### src/rtl/cmd_mailbox.sv
module cmd_mailbox #(
  parameter int BUF_EXP     = 8,
  parameter int LEN_W       = 21,
  parameter int OP_W        = 16,
  parameter int READY_DELAY = 20,
  parameter int EXEC_LAT    = 6
) (
  input  logic        clk,
  input  logic        rst_n,
  input  logic        wr_en,
  input  logic [6:0]  addr,
  input  logic [31:0] wdata,
  input  logic [3:0]  wbe,
  output logic [31:0] rdata,
  input  logic        fatal_in,
  input  logic        fw_halt_in
);
  localparam int BUF_BYTES = 2 ** BUF_EXP;
  localparam int WORDS     = BUF_BYTES / 4;
  localparam int IDX_W     = $clog2(WORDS);
  localparam int RDY_W     = $clog2(READY_DELAY + 1) + 1;
  localparam int EX_W      = $clog2(EXEC_LAT + 1) + 1;
  localparam int HI_W      = LEN_W - 16;

  localparam logic [6:0] A_CAP = 7'd0, A_CTRL = 7'd1, A_CMDLO = 7'd2,
                         A_CMDHI = 7'd3, A_STAT = 7'd4, A_DEV = 7'd5;

  localparam logic [OP_W-1:0] OP_ECHO = 16'h0001, OP_INV = 16'h0002,
                              OP_BIG = 16'h0003;
  localparam logic [15:0] RC_OK = 16'h0000, RC_UNSUP = 16'h0002;

  function automatic logic [31:0] merge(input logic [31:0] old_v,
                                        input logic [31:0] new_v,
                                        input logic [3:0] be);
    for (int b = 0; b < 4; b++)
      merge[8*b +: 8] = be[b] ? new_v[8*b +: 8] : old_v[8*b +: 8];
  endfunction

  logic              db_q, ready_q, start_q, done_q;
  logic [RDY_W-1:0]  rdy_cnt;
  logic [OP_W-1:0]   cmd_op;
  logic [LEN_W-1:0]  cmd_len;
  logic [15:0]       stat_rc;
  logic [31:0]       pbuf [WORDS];

  logic [EX_W-1:0]   ex_cnt;
  logic [OP_W-1:0]   ex_op;
  logic [LEN_W-1:0]  ex_len;
  logic [15:0]       res_rc;
  logic [LEN_W-1:0]  res_len;

  logic              is_pay, host_ok, ring, done;
  logic [IDX_W-1:0]  pidx;
  logic [15:0]       x_rc;
  logic [LEN_W-1:0]  x_len, clamp_len;
  logic [31:0]       lo_word, hi_word, lo_new, hi_new;

  assign is_pay  = addr[6];
  assign pidx    = addr[IDX_W-1:0];
  assign host_ok = wr_en && !db_q;
  assign ring    = host_ok && addr == A_CTRL && wbe[0] && wdata[0] && ready_q;
  assign done    = ex_cnt == EX_W'(1);

  assign lo_word = {cmd_len[15:0], cmd_op};
  assign hi_word = 32'(cmd_len[LEN_W-1:16]);
  assign lo_new  = merge(lo_word, wdata, wbe);
  assign hi_new  = merge(hi_word, wdata, wbe);

  always_comb begin
    case (ex_op)
      OP_ECHO: begin x_rc = RC_OK;    x_len = ex_len;          end
      OP_INV:  begin x_rc = RC_OK;    x_len = LEN_W'(4);       end
      OP_BIG:  begin x_rc = RC_OK;    x_len = {LEN_W{1'b1}};   end
      default: begin x_rc = RC_UNSUP; x_len = '0;              end
    endcase
  end

  assign clamp_len = (res_len > LEN_W'(BUF_BYTES)) ? LEN_W'(BUF_BYTES) : res_len;

  always_comb begin
    if (is_pay) rdata = pbuf[pidx];
    else begin
      case (addr)
        A_CAP:   rdata = 32'(BUF_EXP);
        A_CTRL:  rdata = {31'b0, db_q};
        A_CMDLO: rdata = lo_word;
        A_CMDHI: rdata = hi_word;
        A_STAT:  rdata = {16'b0, stat_rc};
        A_DEV:   rdata = {29'b0, ready_q, fw_halt_in, fatal_in};
        default: rdata = '0;
      endcase
    end
  end

  always_ff @(posedge clk) begin
    if (!rst_n) begin
      rdy_cnt <= '0;
      ready_q <= 1'b0;
    end else if (!ready_q) begin
      rdy_cnt <= rdy_cnt + 1'b1;
      ready_q <= rdy_cnt >= RDY_W'(READY_DELAY - 1);
    end
  end

  always_ff @(posedge clk) begin
    if (!rst_n) begin
      db_q    <= 1'b0;
      start_q <= 1'b0;
      done_q  <= 1'b0;
      ex_cnt  <= '0;
      ex_op   <= '0;
      ex_len  <= '0;
      res_rc  <= '0;
      res_len <= '0;
      stat_rc <= '0;
      cmd_op  <= '0;
      cmd_len <= '0;
    end else begin
      start_q <= ring;
      done_q  <= done;
      if (ring) db_q <= 1'b1;
      if (host_ok && addr == A_CMDLO) begin
        cmd_op        <= lo_new[15:0];
        cmd_len[15:0] <= lo_new[31:16];
      end
      if (host_ok && addr == A_CMDHI)
        cmd_len[LEN_W-1:16] <= hi_new[HI_W-1:0];
      if (start_q) begin
        ex_op  <= cmd_op;
        ex_len <= cmd_len;
        ex_cnt <= EX_W'(EXEC_LAT);
      end else if (ex_cnt != '0) begin
        ex_cnt <= ex_cnt - 1'b1;
      end
      if (done) begin
        res_rc  <= x_rc;
        res_len <= x_len;
      end
      if (done_q) begin
        db_q    <= 1'b0;
        stat_rc <= res_rc;
        if (res_rc == RC_OK) cmd_len <= clamp_len;
      end
    end
  end

  always_ff @(posedge clk) begin
    if (!rst_n) begin
      for (int i = 0; i < WORDS; i++) pbuf[i] <= '0;
    end else begin
      if (host_ok && is_pay)
        pbuf[pidx] <= merge(pbuf[pidx], wdata, wbe);
      if (done && ex_op == OP_INV)
        pbuf[0] <= ~pbuf[0];
    end
  end
endmodule

### config.mk
export PLATFORM = sky130hd
export DESIGN_NAME = cmd_mailbox
export DESIGN_NICKNAME = d
export VERILOG_FILES = /design/src/rtl/cmd_mailbox.sv
export SDC_FILE = /design/constraint.sdc
export NUM_CORES = 2
export LEC_CHECK = 0
export BUFFER_PORTS_ARGS = -buffer_cell sky130_fd_sc_hd__buf_2
export CAP_MARGIN = 20
export CELL_PAD_IN_SITES_DETAIL_PLACEMENT = 2
export CELL_PAD_IN_SITES_GLOBAL_PLACEMENT = 2
export CORE_MARGIN = 8
export CORE_UTILIZATION = 47
export CTS_BUF_LIST = sky130_fd_sc_hd__clkbuf_4
export DETAILED_ROUTE_END_ITERATION = 8
export PLACE_DENSITY = 0.89
export SLEW_MARGIN = 20
export SYNTH_ARGS = -nofsm -noshare
export SYNTH_HDL_FRONTEND = slang
export SYNTH_SLANG_ARGS = --single-unit
### constraint.sdc
create_clock -name clk -period 6.3 [get_ports clk]
set_clock_uncertainty 0.05 [all_clocks]
set_input_delay 1.26 -clock clk [delete_from_list [all_inputs] [get_ports clk]]
set_output_delay 1.26 -clock clk [all_outputs]
set_load 0.02 [all_outputs]
==> flow_summary.yaml, run 1 <==
run_status:
  outcome: "did not finish"
  haltStage: "clock tree synthesis"
  error_line: "[ERROR DPL-0033] detailed placement checks failed during check placement."
floorplan:
  fp.dieW_um: 468.0
  fp.dieH_um: 468.0
  start_util_pct: 47.09
  rows: 166
  ios: 80
yosys:
  synth_top_flop_cell: "edfxtp_1"
  syn-num-nets: 7280
  synth.largest_area_cell: "edfxtp_1"
  synthArstFlopShare_pct: 0
  synth_edf_count: 2048
  yosysTopAreaCellShare_pct: 64.04
  yosysMostFrequentCell: "nor2_1"
  ys_ff_latch: 2159
  synth_area_per_cell_um2: 13.28
  yosys-top-cells-count: "2104 x nor2_1, 2048 x edfxtp_1, 592 x mux2i_1, 324 x clkbuf_1, 308 x nand2_1"
  synthCells: 7231
  synth_warnings: 0
  yosysUniqueCellTypes: 95
  seq_area_frac_synth_pct: 66.35
  synth_area_leaders: "edfxtp_1 64%, nor2_1 8.2%, mux2i_1 6.2%, mux4_2 5.1%, dfxtp_1 2.3%"
  syn-cell-area_mm2: 0.09604
placement:
  dp_hpwl_mm: 299.3
  dp.cells: 9698
  dp_slack_ps: -79.41
  placed_area_mm2: 0.09988
  portBuffers: 79
  routabilityCongestion: 0.9914
clocking:
  postCtsHoldBufs: 12
  cts_htree_levels: 6
  root_buffer: "clkbuf_4"
  clock-sinks: 2159
  cts_buffers: 587
  postCtsSetupBuffers: 0
  cts_buffer_depth: 4
  cts_resized: 6
==> stage by stage <==
step / hold slack (ps) / TNS (ps) / utilization, %
floorplan: 374.1 / 0 / -
global placement: 390.2 / 0 / 48.96
detailed placement: 407.1 / -122.4 / 48.97
==> cells by family after synthesis <==
| family | synth area share, % |
|---|---|
| AOI/OAI and AO/OA | 5.899 |
| xor gates and xnor gates | 0.03648 |
| adders and majority gates | 0.01303 |
| buffers and inverters | 4.281 |
| DFF | 66.35 |
| muxes | 12.36 |
| and+or+nand+nor | 11.06 |
==> run 2: changes to the inputs <==
==> config.mk (replaced) <==
export PLATFORM = sky130hd
export DESIGN_NAME = cmd_mailbox
export DESIGN_NICKNAME = d
export VERILOG_FILES = /design/src/rtl/cmd_mailbox.sv
export SDC_FILE = /design/constraint.sdc
export NUM_CORES = 2
export LEC_CHECK = 0
export BUFFER_PORTS_ARGS = -buffer_cell sky130_fd_sc_hd__buf_2
export CAP_MARGIN = 20
export CORE_MARGIN = 8
export CORE_UTILIZATION = 40
export DETAILED_ROUTE_END_ITERATION = 8
export PLACE_DENSITY_LB_ADDON = 0.15
export SLEW_MARGIN = 20
export SYNTH_ARGS = -nofsm -noshare
export SYNTH_HDL_FRONTEND = slang
export SYNTH_SLANG_ARGS = --single-unit
==> flow_summary.yaml, run 2 <==
detailed_routing:
  firstDrtPassIters: 7
  via_count: 63460
  wl_mm: 344.7
  drt_iter0_markers: 8860
  vias_per_cell: 5.963
  antenna_left: 0
  routedWlPerCell_um: 32.39
  post-route-drc-count: 0
clocking:
  cts_htree_levels: 4
  postCtsSetupBuffers: 0
  root_buffer: "clkbuf_16"
  clk_pin_slew_ps: 60
  postCtsHoldBufs: 0
  cts_buffers: 222
  clock-sinks: 2159
  cts_resized: 1
  clk_latency_ps: 910
  cts_buffer_depth: 3
  cts_tree: "done"
timing:
  post-route-period-util_pct: 100.4
  holdWs_ps: 410.1
  setup_viol: 2
  max_slew_margin_pct: 10.06
  max_freq_mhz: 158.1
  rsz0062_at_grt: "false"
  setup_slack_ps: -23.80
  drv_slew: 0
  period_minus_slack_ps: 6324
  hold_viol: 0
  worst_pin_slew_ps: 1344
power_and_ir_drop:
  internal_power_mw: 24.16
  p_sw_share_pct: 25.72
  power.switching_mw: 8.366
  power_frac_comb_pct: 10.4
  seq_power_share_pct: 50.0
  irDropWorstVdd_v: 0.0002748
  p_clk_share_pct: 39.7
  p_leak_nw: 40.21
  power_density_mw_per_mm2: 301.3
placement:
  routabilityCongestion: 0.9271
  dp.cells: 10220
  dp_hpwl_mm: 213.9
  portBuffers: 79
worst_setup_path:
  worstSetupPathType: "input pin to primary output"
  regToRegSetupSlack_ps: 2550
  endpoint_kind: "primary output"
  worstPathRequired_ps: 4990
  timing.rr.start: "pbuf[47][26]"
  r2r_end: "pbuf[23][26]"
  arrival_ps: 5010
  cp_max_fo: 64
  rr_worst_depth: 8
  cp-start-kind: "input pin"
run:
  cap_violations: 0
yosys:
  synth_area_per_cell_um2: 13.28
  synth.largest_area_cell: "edfxtp_1"
  syn-cell-area_mm2: 0.09604
  ys_ff_latch: 2159
  synth_warnings: 0
  yosysUniqueCellTypes: 95
  synth_top_flop_cell: "edfxtp_1"
  synth_area_leaders: "edfxtp_1 64%, nor2_1 8.2%, mux2i_1 6.2%, mux4_2 5.1%, dfxtp_1 2.3%"
  syn-num-nets: 7280
  synthArstFlopShare_pct: 0
  seq_area_frac_synth_pct: 66.35
  synthCells: 7231
  yosysMostFrequentCell: "nor2_1"
  synth_edf_count: 2048
  yosysTopAreaCellShare_pct: 64.04
  yosys-top-cells-count: "2104 x nor2_1, 2048 x edfxtp_1, 592 x mux2i_1, 324 x clkbuf_1, 308 x nand2_1"
floorplan:
  die_area_mm2: 0.2560
  ios: 80
  start_util_pct: 40.08
  fp.dieH_um: 506
  coreArea_mm2: 0.2396
  fp.dieW_um: 506
  rows: 180
grt:
  grt_pass1_wl_mm: 479.4
  antenna_found_initial: 21
  overflow: 0
  grt_pass1_vias: 60760
  grt_max_degree: 68
  grt_use_total_pct: 26.04
run_status:
  violations: "setup timing"
  outcome: "finished with violations"
hold_path:
  min_to: "res_len[7]"
  hold_class: "register to register"
  hold_start: "ex_len[7]"
  hold_path_depth: 2
final_layout:
  drive_gt1_share_pct: 17.35
  finalNonFillerCells: 10640
  final_common_cell: "nor2_1"
  largest_reg_flops: 2048
  layout.nets: 7308
  mostFrequentLayoutCells: "2100 x nor2_1, 2048 x edfxtp_1, 591 x mux2i_1"
  area.growth.synth_to_final_pct: 12.40
  largest-register: "pbuf"
run 2: routing by layer:
metal / GRT usage, % / routed length (um) / vias up
met5: 0 / 52 / -
met4: 9.572 / 14580 / 8
met3: 5.203 / 34150 / 567
met2: 39.35 / 152000 / 3433
met1: 37.36 / 143900 / 32950
li1: - / - / 26500
run 2: layout make-up:
cell class                 instances  area, um2
timing repair buffer             492       4255
multi-input combinational       4365      28890
clock inverter                   115       1021
antenna                            9      22.52
inverter                          19      75.07
tap                             3185       3985
fill                           21550     131700
sequential                      2159      63720
clock buffer                     297       5981
run 2: logic make-up (layout without fill, tap and decap cells):
kind of cell | after synthesis | in the layout | share of synthesized area, %
mux | 902 | 902 | 12.36
flops | 2159 | 2159 | 66.35
other cells | 0 | 9 | 0
buf+inv | 707 | 923 | 4.281
compound gates | 785 | 785 | 5.899
simple gates | 2673 | 2673 | 11.06
xor+xnor | 4 | 4 | 0.03648
fa+ha+maj | 1 | 1 | 0.01303
run 2: critical path: stages:
cell and delay [ps]:
buf_8 310, buf_12 410, mux4_2 590, mux2i_2 490, nor3_1 180, nor4_2 800, buf_4 260, a21oi_1 130
a22o_1 250, buf_2 160
run 2: worst max-delay path by stage:
stage / from / to / cells after the start
CTS: addr[0] / rdata[7] / 12
floorplan: ex_op[10] / pbuf[0][0] / 5
global placement: addr[1] / rdata[19] / 9
detailed placement: addr[1] / rdata[22] / 10
finish: addr[1] / rdata[22] / 10
global route: addr[0] / rdata[29] / 9
run 2: per-stage QoR:
| stage | total power, mW | area, um2 | setup TNS, ps | utilization (%) | setup WS (ps) |
|---|---|---|---|---|---|
| after floorplan | 18.32 | 96040 | 0 | - | 1068 |
| after global placement | 19.82 | 100800 | -887.7 | 42.05 | -501.5 |
| after detailed placement | 19.86 | 100900 | -45.56 | 42.09 | -45.56 |
| after CTS | 32.59 | 107900 | 0 | 45.01 | 11.51 |
| after global routing | 33.27 | 107900 | 0 | 45.04 | 50.13 |
| final | 32.53 | 107900 | -27.64 | 45.05 | -23.80 |
run 2: power by group through the flow:
| stage | Sequential, mW | Combinational [mW] | Clock, mW |
|---|---|---|---|
| 2_1_floorplan | 16.5 | 1.81 | 0 |
| 3_3_place_gp | 16.5 | 3.28 | 0 |
| 3_5_place_dp | 16.6 | 3.30 | 0 |
| 4_1_cts | 16.3 | 3.31 | 13.0 |
| 5_1_grt | 16.3 | 3.45 | 13.5 |
| 6_report | 16.3 | 3.37 | 12.9 |
No activity file was read; power rests on OpenSTA's default activity.
